### src/rtl/dbt_pkg.sv
`timescale 1ns/1ps
// Shared types for the bank tracker.
// Assumes the four control pins are sampled together on the rising clock.
package dbt_pkg;

    typedef enum logic [2:0] {
        CMD_NONE = 3'd0,
        CMD_ACT  = 3'd1,
        CMD_RD   = 3'd2,
        CMD_WR   = 3'd3,
        CMD_PRE  = 3'd4
    } cmd_e;

endpackage

### src/rtl/dbt_cmd_decode.sv
`timescale 1ns/1ps
// Combinational command decoder.
// Maps the control pins to a command kind and resolves the column options:
// auto-precharge, precharge-all and burst chop.
// Assumes the pins are already synchronous to clk; performs no checking.
module dbt_cmd_decode
    import dbt_pkg::*;
(
    input  logic cs_n,
    input  logic ras_n,
    input  logic cas_n,
    input  logic we_n,
    input  logic a10,
    input  logic a12,
    input  logic otf_en,
    input  logic fixed_bc4,
    output cmd_e kind,
    output logic is_col,
    output logic ap_req,
    output logic pre_all,
    output logic chop
);

    // Pin pattern to command kind; deselect and unknown patterns give none
    always_comb begin
        kind = CMD_NONE;
        if (!cs_n) begin
            unique case ({ras_n, cas_n, we_n})
                3'b011:  kind = CMD_ACT;
                3'b101:  kind = CMD_RD;
                3'b100:  kind = CMD_WR;
                3'b010:  kind = CMD_PRE;
                default: kind = CMD_NONE;
            endcase
        end
    end

    // Option bits only carry meaning for the command kinds that use them
    always_comb begin
        is_col  = (kind == CMD_RD) || (kind == CMD_WR);
        ap_req  = is_col && a10;
        pre_all = (kind == CMD_PRE) && a10;
        chop    = 1'b0;
        if (is_col) begin
            chop = otf_en ? ~a12 : fixed_bc4;
        end
    end

endmodule

### src/rtl/dbt_bank_slot.sv
`timescale 1ns/1ps
// State of one bank: open flag, stored row and auto-precharge countdown.
// Assumes the controls arrive already qualified: at most one of act_i and
// ap_i per cycle, and pre_i takes priority over both.
module dbt_bank_slot #(
    parameter int ROW_W = 16,
    parameter int CNT_W = 3
) (
    input  logic             clk,
    input  logic             rst_n,
    input  logic             act_i,
    input  logic             pre_i,
    input  logic             ap_i,
    input  logic [CNT_W-1:0] ap_len_i,
    input  logic [ROW_W-1:0] row_i,
    output logic             open_o,
    output logic [ROW_W-1:0] row_o,
    output logic             pend_o,
    output logic             closing_o
);

    logic [CNT_W-1:0] cnt_q;

    // Open/close and countdown update
    always_ff @(posedge clk) begin
        if (!rst_n) begin
            open_o <= 1'b0;
            pend_o <= 1'b0;
            cnt_q  <= '0;
            row_o  <= '0;
        end else if (pre_i) begin
            open_o <= 1'b0;
            pend_o <= 1'b0;
        end else if (act_i) begin
            open_o <= 1'b1;
            row_o  <= row_i;
            pend_o <= 1'b0;
        end else if (ap_i) begin
            pend_o <= 1'b1;
            cnt_q  <= ap_len_i;
        end else if (pend_o) begin
            if (cnt_q == '0) begin
                open_o <= 1'b0;
                pend_o <= 1'b0;
            end else begin
                cnt_q <= cnt_q - 1'b1;
            end
        end
    end

    // The bank closes at the coming edge unless something overrides it
    assign closing_o = pend_o && (cnt_q == '0);

endmodule

### src/rtl/dram_bank_tracker.sv
`timescale 1ns/1ps
// Bank state command tracker for a DDR-style command bus.
// Decodes each command, checks it against per-bank state, updates that
// state, and emits one registered decode record per recognised command.
// Assumes NBANK is a power of two and COL_W does not exceed 10.
module dram_bank_tracker
    import dbt_pkg::*;
#(
    parameter int NBANK    = 8,
    parameter int ADDR_W   = 16,
    parameter int COL_W    = 10,
    parameter int BL8_CLKS = 4,
    parameter int BANK_W   = $clog2(NBANK)
) (
    input  logic              clk,
    input  logic              rst_n,
    input  logic              cmd_cs_n,
    input  logic              cmd_ras_n,
    input  logic              cmd_cas_n,
    input  logic              cmd_we_n,
    input  logic [BANK_W-1:0] cmd_ba,
    input  logic [ADDR_W-1:0] cmd_addr,
    input  logic              cfg_otf_en,
    input  logic              cfg_fixed_bc4,
    output logic              dec_valid,
    output logic [2:0]        dec_cmd,
    output logic [BANK_W-1:0] dec_bank,
    output logic [ADDR_W-1:0] dec_row,
    output logic [COL_W-1:0]  dec_col,
    output logic              dec_autopre,
    output logic              dec_pre_all,
    output logic              dec_chop,
    output logic              seq_err,
    output logic [NBANK-1:0]  bank_open
);

    localparam int BC4_CLKS = BL8_CLKS / 2;
    localparam int CNT_W    = $clog2(BL8_CLKS + 1);
    localparam int AP_BIT   = 10;
    localparam int BC_BIT   = 12;

    cmd_e             kind;
    logic             is_col, ap_req, pre_all, chop;
    logic [NBANK-1:0] pend, closing, sel;
    logic [ADDR_W-1:0] bank_row [NBANK];
    logic             err;
    logic [CNT_W-1:0] ap_len;

    dbt_cmd_decode i_dec (
        .cs_n      (cmd_cs_n),
        .ras_n     (cmd_ras_n),
        .cas_n     (cmd_cas_n),
        .we_n      (cmd_we_n),
        .a10       (cmd_addr[AP_BIT]),
        .a12       (cmd_addr[BC_BIT]),
        .otf_en    (cfg_otf_en),
        .fixed_bc4 (cfg_fixed_bc4),
        .kind      (kind),
        .is_col    (is_col),
        .ap_req    (ap_req),
        .pre_all   (pre_all),
        .chop      (chop)
    );

    // One-hot select of the addressed bank
    always_comb begin
        sel = '0;
        sel[cmd_ba] = 1'b1;
    end

    // Order check: activate needs a bank that is closed or closing now,
    // column commands need an open bank with no countdown running
    always_comb begin
        err = 1'b0;
        if (kind == CMD_ACT) begin
            err = bank_open[cmd_ba] && !closing[cmd_ba];
        end else if (is_col) begin
            err = !(bank_open[cmd_ba] && !pend[cmd_ba]);
        end
    end

    // Countdown reload value from the resolved burst length
    assign ap_len = chop ? CNT_W'(BC4_CLKS - 1) : CNT_W'(BL8_CLKS - 1);

    // One state slot per bank
    for (genvar b = 0; b < NBANK; b++) begin : g_bank
        dbt_bank_slot #(
            .ROW_W (ADDR_W),
            .CNT_W (CNT_W)
        ) i_slot (
            .clk       (clk),
            .rst_n     (rst_n),
            .act_i     ((kind == CMD_ACT) && sel[b] && !err),
            .pre_i     ((kind == CMD_PRE) && (pre_all || sel[b])),
            .ap_i      (ap_req && sel[b] && !err),
            .ap_len_i  (ap_len),
            .row_i     (cmd_addr),
            .open_o    (bank_open[b]),
            .row_o     (bank_row[b]),
            .pend_o    (pend[b]),
            .closing_o (closing[b])
        );
    end

    // Registered decode record
    always_ff @(posedge clk) begin
        if (!rst_n) begin
            dec_valid   <= 1'b0;
            dec_cmd     <= CMD_NONE;
            dec_bank    <= '0;
            dec_row     <= '0;
            dec_col     <= '0;
            dec_autopre <= 1'b0;
            dec_pre_all <= 1'b0;
            dec_chop    <= 1'b0;
            seq_err     <= 1'b0;
        end else begin
            dec_valid   <= (kind != CMD_NONE);
            dec_cmd     <= kind;
            dec_bank    <= cmd_ba;
            dec_row     <= (kind == CMD_ACT) ? cmd_addr
                         : (is_col ? bank_row[cmd_ba] : '0);
            dec_col     <= is_col ? cmd_addr[COL_W-1:0] : '0;
            dec_autopre <= ap_req;
            dec_pre_all <= pre_all;
            dec_chop    <= chop;
            seq_err     <= err;
        end
    end

endmodule


### config.mk
export PLATFORM = sky130hd
export DESIGN_NAME = dram_bank_tracker
export DESIGN_NICKNAME = d
export VERILOG_FILES = /design/src/rtl/dbt_pkg.sv /design/src/rtl/dbt_cmd_decode.sv /design/src/rtl/dbt_bank_slot.sv /design/src/rtl/dram_bank_tracker.sv
export SDC_FILE = /design/constraint.sdc
export NUM_CORES = 1
export LEC_CHECK = 0
export BUFFER_PORTS_ARGS = -buffer_cell sky130_fd_sc_hd__buf_2
export CAP_MARGIN = 20
export CORE_UTILIZATION = 60
export DETAILED_ROUTE_END_ITERATION = 12
export PLACE_DENSITY = 0.79
export SLEW_MARGIN = 10
export SYNTH_ARGS = -nofsm -noshare
export SYNTH_HDL_FRONTEND = slang
export SYNTH_SLANG_ARGS = --single-unit
### constraint.sdc
create_clock -name clk -period 4.2 [get_ports clk]
set_input_delay 0.21 -clock clk [delete_from_list [all_inputs] [get_ports clk]]
set_output_delay 0.21 -clock clk [all_outputs]
set_load 0.1 [all_outputs]
==> results of run 1 <==
-- cell usage in the layout (no fill, tap or decap), types with 5 or more instances in the layout --
cell,synthesis,final
mux2i_1,27,27
o22ai_1,34,34
clkbuf_16,0,23
a21o_1,5,5
nand2_1,73,73
clkinv_2,0,7
clkbuf_8,0,5
buf_4,9,27
and3_1,14,14
nand3b_1,7,7
nor3_1,17,17
o221a_2,7,7
ha_1,16,16
nand4_1,6,6
a21oi_1,13,13
a211oi_1,6,6
dfxtp_1,205,205
a22oi_1,11,11
o21ai_0,139,139
nor4_1,5,5
buf_2,20,70
mux4_2,9,9
and2_1,10,10
o221ai_1,8,8
nor2b_1,16,16
a22o_1,6,6
a21boi_1,78,78
inv_1,31,31
nand3_1,122,122
nor2_1,26,26
a21boi_0,50,50
-- routing by layer --
metal	track usage, %	vias up
met5	0	-
met4	15.4	0
met3	3.92	74
met2	52.5	416
met1	44.7	4202
li1	-	4014
-- stage by stage --
step / util, % / power (W) / hold WS, ps / std cells / area (um^2)
6_report: 68.2 / 0.00444 / 8.07 / 1345 / 10800
5_1_grt: 68.2 / 0.00456 / 21.4 / 1345 / 10800
4_1_cts: 68.2 / 0.00445 / 5.37 / 1345 / 10800
3_5_place_dp: 63.1 / 0.00236 / 446 / 1305 / 10000
3_3_place_gp: 63.1 / 0.00236 / 438 / 1305 / 10000
2_1_floorplan: - / 0.00226 / 347 / 1123 / 9750
-- power groups by stage --
| stage | clock, W | combinational [W] | sequential [W] |
|---|---|---|---|
| after global routing | 0.00222 | 0.000378 | 0.00196 |
| after CTS | 0.00213 | 0.000354 | 0.00196 |
| final | 0.00212 | 0.000361 | 0.00196 |
| after detailed placement | 0 | 0.000353 | 0.00201 |
| after global placement | 0 | 0.000350 | 0.00200 |
| after floorplan | 0 | 0.000196 | 0.00207 |
-- kinds of logic after synthesis --
| family | after synthesis | synth area share [%] |
|---|---|---|
| flip-flops | 205 | 42.1 |
| adder cells (fa/ha/maj) | 16 | 2.05 |
| XOR/XNOR | 1 | 0.0899 |
| buffers and inverters | 164 | 7.23 |
| AND/OR/NAND/NOR | 319 | 16.8 |
| AO/OA/AOI/OAI | 378 | 26.4 |
| multiplexers | 40 | 5.32 |
-- worst paths after layout --
check,end,slack [ps],cells past startpoint
worst max-delay path,g_bank[5].i_slot.row_o[9],1100,10
worst min-delay path,dec_valid,8,3
worst max register to register,g_bank[5].i_slot.row_o[9],1100,10
worst min register to register,g_bank[0].i_slot.row_o[6],460,2
-- flip-flops by register name (all words and copies together) (netlist names) --
signal                cells
dec_row                  16
g_bank.i_slot.row_o     128
g_bank.i_slot.pend_o      8
dec_pre_all               1
dec_chop                  1
dec_cmd                   3
dec_autopre               1
g_bank.i_slot.cnt_q      24
dec_valid                 1
dec_bank                  3
g_bank.i_slot.open_o      8
dec_col                  10
seq_err                   1
-- worst min-delay path, stage by stage --
cell	delay, ps
buf_2	120
xnor2_1	70
nor2_1	70
-- area by class of cell --
| class | count | share of cell area [%] |
|---|---|---|
| inverters | 31 | 1.07 |
| repair buffers | 99 | 5.47 |
| well taps | 216 | 2.49 |
| flip-flops and latches | 205 | 37.9 |
| multi-input cells | 754 | 45.6 |
| clock buffers | 28 | 5.95 |
| clock inverters | 12 | 1.50 |
==> key figures, run 1 <==
Place
  – Buffers added on ports: 71
  – Hpwl dp: 15,700 um
  – Worst slack, placed: 922 ps
  – Routability cong.: 0.872

CTS
  – Hold-fix buffer count after cts: 0
  – Worst-path clk slew: 60 ps
  – Worst-case clock buffer depth: 3
  – Setup Buffers After CTS: 0
  – CTS buffer count: 22
  – Worst skew pair latency: 500 ps
  – H-tree levels: 1
  – Root Buffer: clkbuf_16
  – CTS tree: yes
  – # clock sinks: 205
  – Cts repair resizes: 0

STA
  – Minimum clock period: 3100 ps
  – RSZ-0062 raised after global routing: no
  – Final period utilization: 73.9%
  – Setup TNS: 0 ps
  – Fin Clk Skew: 6.87 ps
  – Max-Slew Margin vs Limit: 21.8%
  – Slew Viols, Final: 0
  – Final setup vio count: 0
  – Worst Tran Pin Value: 1170 ps
  – Final Hold Fails: 0
  – Fmax: 322 MHz
  – Fin worst setup slack: 1100 ps

Power and ir drop
  – Clock power frac: 47.7%
  – Net Sw Frac: 23.9%
  – Switching pwr: 0.00106 W
  – Pwr/cell area: 410 mW/mm^2
  – Internal: 0.00338 W
  – Sequential Power Share: 44.2%
  – Combinational share of power: 8.1%
  – P_leak: 3.89 nW
  – Max VDD drop: 346 uV

Die
  – Die W: 129 um
  – Initial Util: 61.4%
  – IO Pins: 72
  – DIE HEIGHT: 129 um
  – Die area: 0.0168 mm^2
  – Rows: 46
  – CORE AREA: 0.0159 mm^2

Worst setup path
  – Top cell by count, worst path: ha_1
  – CP endpoint kind: register
  – Crit-path max FO: 109
  – Critical path's slowest cell: or4_4
  – Slowest Stage Delay on Critical Path: 570 ps
  – WP data arrival: 3510 ps
  – Crit path max-delay family: compound AO/OA/AOI/OAI gates
  – CP Launch Type: register
  – Sequence of cells on the critical path: inv_1 > ha_1 > ha_1 > nand2_1 > nor2_1 > or4_4 > o31ai_4 > buf_12 > o21ai_0 > a21boi_0
  – Buffers and inverters on the worst path: 2
  – CP required: 4610 ps
  – Crit. Startpoint: g_bank[7].i_slot.cnt_q[0]
  – Worst reg2reg path startpoint: g_bank[7].i_slot.cnt_q[0]
  – Setup CP Type: reg2reg

Run status
  – Status: complete, no violations

Yosys
  – Post-Syn Instances: 1,123
  – Most common cell in the netlist: dfxtp_1
  – Yosys warning count: 0
  – Synth Area per Inst: 8.68 um^2
  – Register area share after synthesis: 42.1%
  – Cell taking the most area after synthesis: dfxtp_1
  – EDFF count, synth: 0
  – Synth Flop Type: dfxtp_1
  – Post-Synthesis Cell Area: 0.00975 mm^2
  – Largest cells by area after synthesis: dfxtp_1 (42%), o21ai_0 (7.1%), nand3_1 (6.3%), a21boi_1 (6.0%), a21boi_0 (3.9%)
  – Yosys reg bits: 205
  – Post-synth top area share: 42.1%
  – Post-synth net total: 1,166
  – Ys async rst share: 0%
  – Top post-synthesis cells by count: dfxtp_1 (205), o21ai_0 (139), nand3_1 (122), a21boi_1 (78), clkbuf_1 (77)
  – Distinct cells, synth: 59

Route
  – Initial DRC Count: 954
  – Wl on met1: 11,400 um
  – DR top layer: met4
  – Drt drc: 0
  – Drt wl/cell: 20.3 um
  – Met3 WL: 2250 um
  – WL met2: 12,600 um
  – Total wire length: 27,400 um
  – DR vias: 8,706
  – First-pass DRT Iterations: 6
  – ANT nets after route: 0
  – Vias/cell: 6.47

Hold path
  – Type of the worst min-delay path: in2reg
  – Worst Hold Launch: cmd_ras_n

GRT
  – First-pass GRT wire length: 43,200 um
  – GRT Residual Overflow: 0
  – GRT Overall Usage: 32.9%
  – Pin count of the biggest net entering global routing: 110
  – Vias in the first global route: 8,130
  – Initial antenna violation count: 0

Run
  – Max-cap viol count: 0

Finish
  – Seq. cell area: 0.00410 mm^2
  – Nets: 1,156
  – Area Growth Syn to Fin: 11.2%
  – Multi-input combinational cell area: 0.00494 mm^2
  – Fillers: 1,340
  – Share of layout cells above drive strength 1: 15.8%
  – Inserted Diodes: 0
(Power assumes the default switching activity.)
==> run 2, diff against run 1 <==
Clock period 4.2 ns to 3 ns, I/O delays scaled along.
==> run 2 against run 1 <==
Against the previous run: first-iteration DRC count rose by 1.3%; utilization grew 1.3 points; worst hold slack gained 1.3 ps; sequential share of layout area is 0.73 points lower; wire length up 1.3%; clock skew rose by 12 ps; fmax increased by 9.9%; critical endpoint is now g_bank[4].i_slot.row_o[1]; largest power group is now sequential cells.
==> key figures, run 2 (synthesis gave the netlist of run 1 again) <==
Die
  – CORE AREA: 0.0159 mm^2 (unchanged)
  – Rows: 46 (unchanged)
  – Die area: 0.0168 mm^2 (unchanged)
  – Die W: 129 um (unchanged)
  – DIE HEIGHT: 129 um (unchanged)
  – IO Pins: 72 (unchanged)
  – Initial Util: 61.4% (unchanged)

Worst setup path
  – Setup CP Type: reg2reg
  – Slowest Stage Delay on Critical Path: 550 ps (-20 ps)
  – CP endpoint kind: register
  – Worst reg2reg path startpoint: g_bank[1].i_slot.cnt_q[0]
  – CP Launch Type: register
  – Crit-path max FO: 107 (-1.8%)
  – CP required: 3400 ps (-1210 ps)
  – WP data arrival: 3220 ps (-290 ps)
  – Top cell by count, worst path: ha_1
  – Sequence of cells on the critical path: inv_1 > ha_1 > ha_1 > nand2_1 > nor2_1 > or4_4 > o31a_2 > buf_12 > nand3_1 > a21boi_0
  – Critical path's slowest cell: or4_4
  – Crit path max-delay family: simple AND/OR/NAND/NOR gates
  – Buffers and inverters on the worst path: 2 (unchanged)
  – R2R cell count: 10 (unchanged)
  – Crit. Startpoint: g_bank[1].i_slot.cnt_q[0]
  – Levels on crit path: 10 (unchanged)

STA
  – Final setup vio count: 0 (unchanged)
  – Fin worst setup slack: 175 ps (-920 ps)
  – Minimum clock period: 2820 ps (-280 ps)
  – Hold Slack: 9.33 ps (+1.26 ps)
  – Setup TNS: 0 ps (unchanged)
  – Final period utilization: 94.2% (+20 points)
  – Slew Viols, Final: 0 (unchanged)
  – Final Hold Fails: 0 (unchanged)
  – Worst Tran Pin Value: 717 ps (-456 ps)
  – Max-Slew Margin vs Limit: 52.2% (+30 points)
  – Fin Clk Skew: 19.0 ps (+12.1 ps)
  – Fmax: 354 MHz (+9.9%)
  – RSZ-0062 raised after global routing: no

Route
  – Vias/cell: 6.36 (-1.7%)
  – Drt drc: 0 (unchanged)
  – DR vias: 8,768 (+0.71%)
  – Drt wl/cell: 20.1 um (-1.1%)
  – Total wire length: 27,700 um (+1.3%)
  – ANT nets after route: 0 (unchanged)
  – Initial DRC Count: 966 (+1.3%)
  – First-pass DRT Iterations: 6 (unchanged)

GRT
  – M3 GR Usage: 5.12% (+1.2 points)
  – Vias in the first global route: 8,530 (+4.9%)
  – Initial antenna violation count: 0 (unchanged)
  – Pin count of the biggest net entering global routing: 108 (-1.8%)
  – GRT Residual Overflow: 0 (unchanged)
  – Met1 GRT Util: 44.5% (-0.26 points)
  – Met2 usage: 55.7% (+3.2 points)
  – Grt peak-use layer: met2
  – GRT Overall Usage: 34.0% (+1.1 points)
  – First-pass GRT wire length: 44,500 um (+3.0%)

Power and ir drop
  – Total chip power: 0.00584 W (+32%)
  – Pwr/cell area: 529 mW/mm^2 (+29%)
  – Max VDD drop: 402 uV (+16%)
  – P_leak: 4.00 nW (+2.8%)

CTS
  – Worst-case clock buffer depth: 3 (unchanged)
  – # clock sinks: 205 (unchanged)
  – Worst skew pair latency: 520 ps (+20 ps)
  – Root Buffer: clkbuf_16
  – CTS buffer count: 22 (unchanged)
  – H-tree levels: 1 (unchanged)
  – CTS tree: yes
  – Worst-path clk slew: 60 ps (about the same)
  – Cts repair resizes: 0 (unchanged)

Hold path
  – Type of the worst min-delay path: in2reg
  – Worst Hold Launch: cmd_addr[8]
  – Worst hold stages: 3 (unchanged)

Finish
  – Top reg by flops: g_bank.i_slot.row_o
  – Most frequent cells in the layout: dfxtp_1 (205), o21ai_0 (139), nand3_1 (122)
  – Final instance area: 0.0110 mm^2 (+2.0%)
  – Share of layout cells above drive strength 1: 16.0% (+0.24 points)
  – Nets: 1,194 (+3.3%)
  – Max reg flops: 128 (unchanged)
  – Multi-input combinational cell area: 0.00494 mm^2 (unchanged)
  – Top flop regs: g_bank.i_slot.row_o x128, g_bank.i_slot.cnt_q x24, dec_row x16
  – Inserted Diodes: 0 (unchanged)
  – Area Growth Syn to Fin: 13.4%
  – Fillers: 1,301 (-2.9%)
  – Seq. cell area: 0.00410 mm^2 (unchanged)
  – Leading cell type in the layout, fill and taps excluded: dfxtp_1

Place
  – Hpwl dp: 16,300 um (+3.5%)
  – Buffers added on ports: 71 (unchanged)
  – Routability cong.: 0.910 (+4.3%)
  – Worst slack, placed: 267 ps (-656 ps)
  – Area of placed instances: 0.0102 mm^2 (+1.7%)

Run status
  – Status: complete, no violations

Run
  – Max-cap viol count: 0 (unchanged)
-- run 2: area by class of cell --
class,count,share of cell area [%]
multi-input cells,754,44.8
flip-flops and latches,205,37.2
repair buffers,137,8.61
clock buffers,30,5.44
well taps,216,2.45
inverters,31,1.05
clock inverters,5,0.555
-- run 2: what timing repair did --
| item | 4_1_cts | 5_1_grt |
|---|---|---|
| hold buffers | 19 | 0 |
| setup buffers | 0 | 0 |
| hold endpoints to repair | 97 | 0 |
-- run 2: layer usage --
metal	share of wire [%]	vias to the layer above
met3	8.8	85
met1	41	4196
li1	-	4073
met2	46	414
met4	3.7	0
met5	0	-
-- run 2: power breakdown --
part           leakage (nW)  internal, W  switching, W
registers              1.65      0.00274    0.00000638
logic                  2.02     0.000157      0.000383
clock network         0.325      0.00148       0.00107
-- run 2: final timing paths --
| kind | end | slack [ps] |
|---|---|---|
| worst min register to register | g_bank[0].i_slot.row_o[11] | 450 |
| worst min-delay path | g_bank[6].i_slot.row_o[8] | 9 |
| worst max-delay path | g_bank[4].i_slot.row_o[1] | 180 |
| worst max register to register | g_bank[4].i_slot.row_o[1] | 180 |
-- run 2: metrics by stage --
stage               utilization, %  cells
CTS                           69.5   1378
detailed placement            64.2   1324
finish                        69.5   1378
global route                  69.5   1378
global placement              64.2   1324
floorplan                        -   1123
-- run 2: tightest hold or removal path: cells and delay by family --
family,cells,cell delay [ps]
AOI/OAI and AO/OA,1,50
and+or+nand+nor,1,90
buffers and inverters,1,180
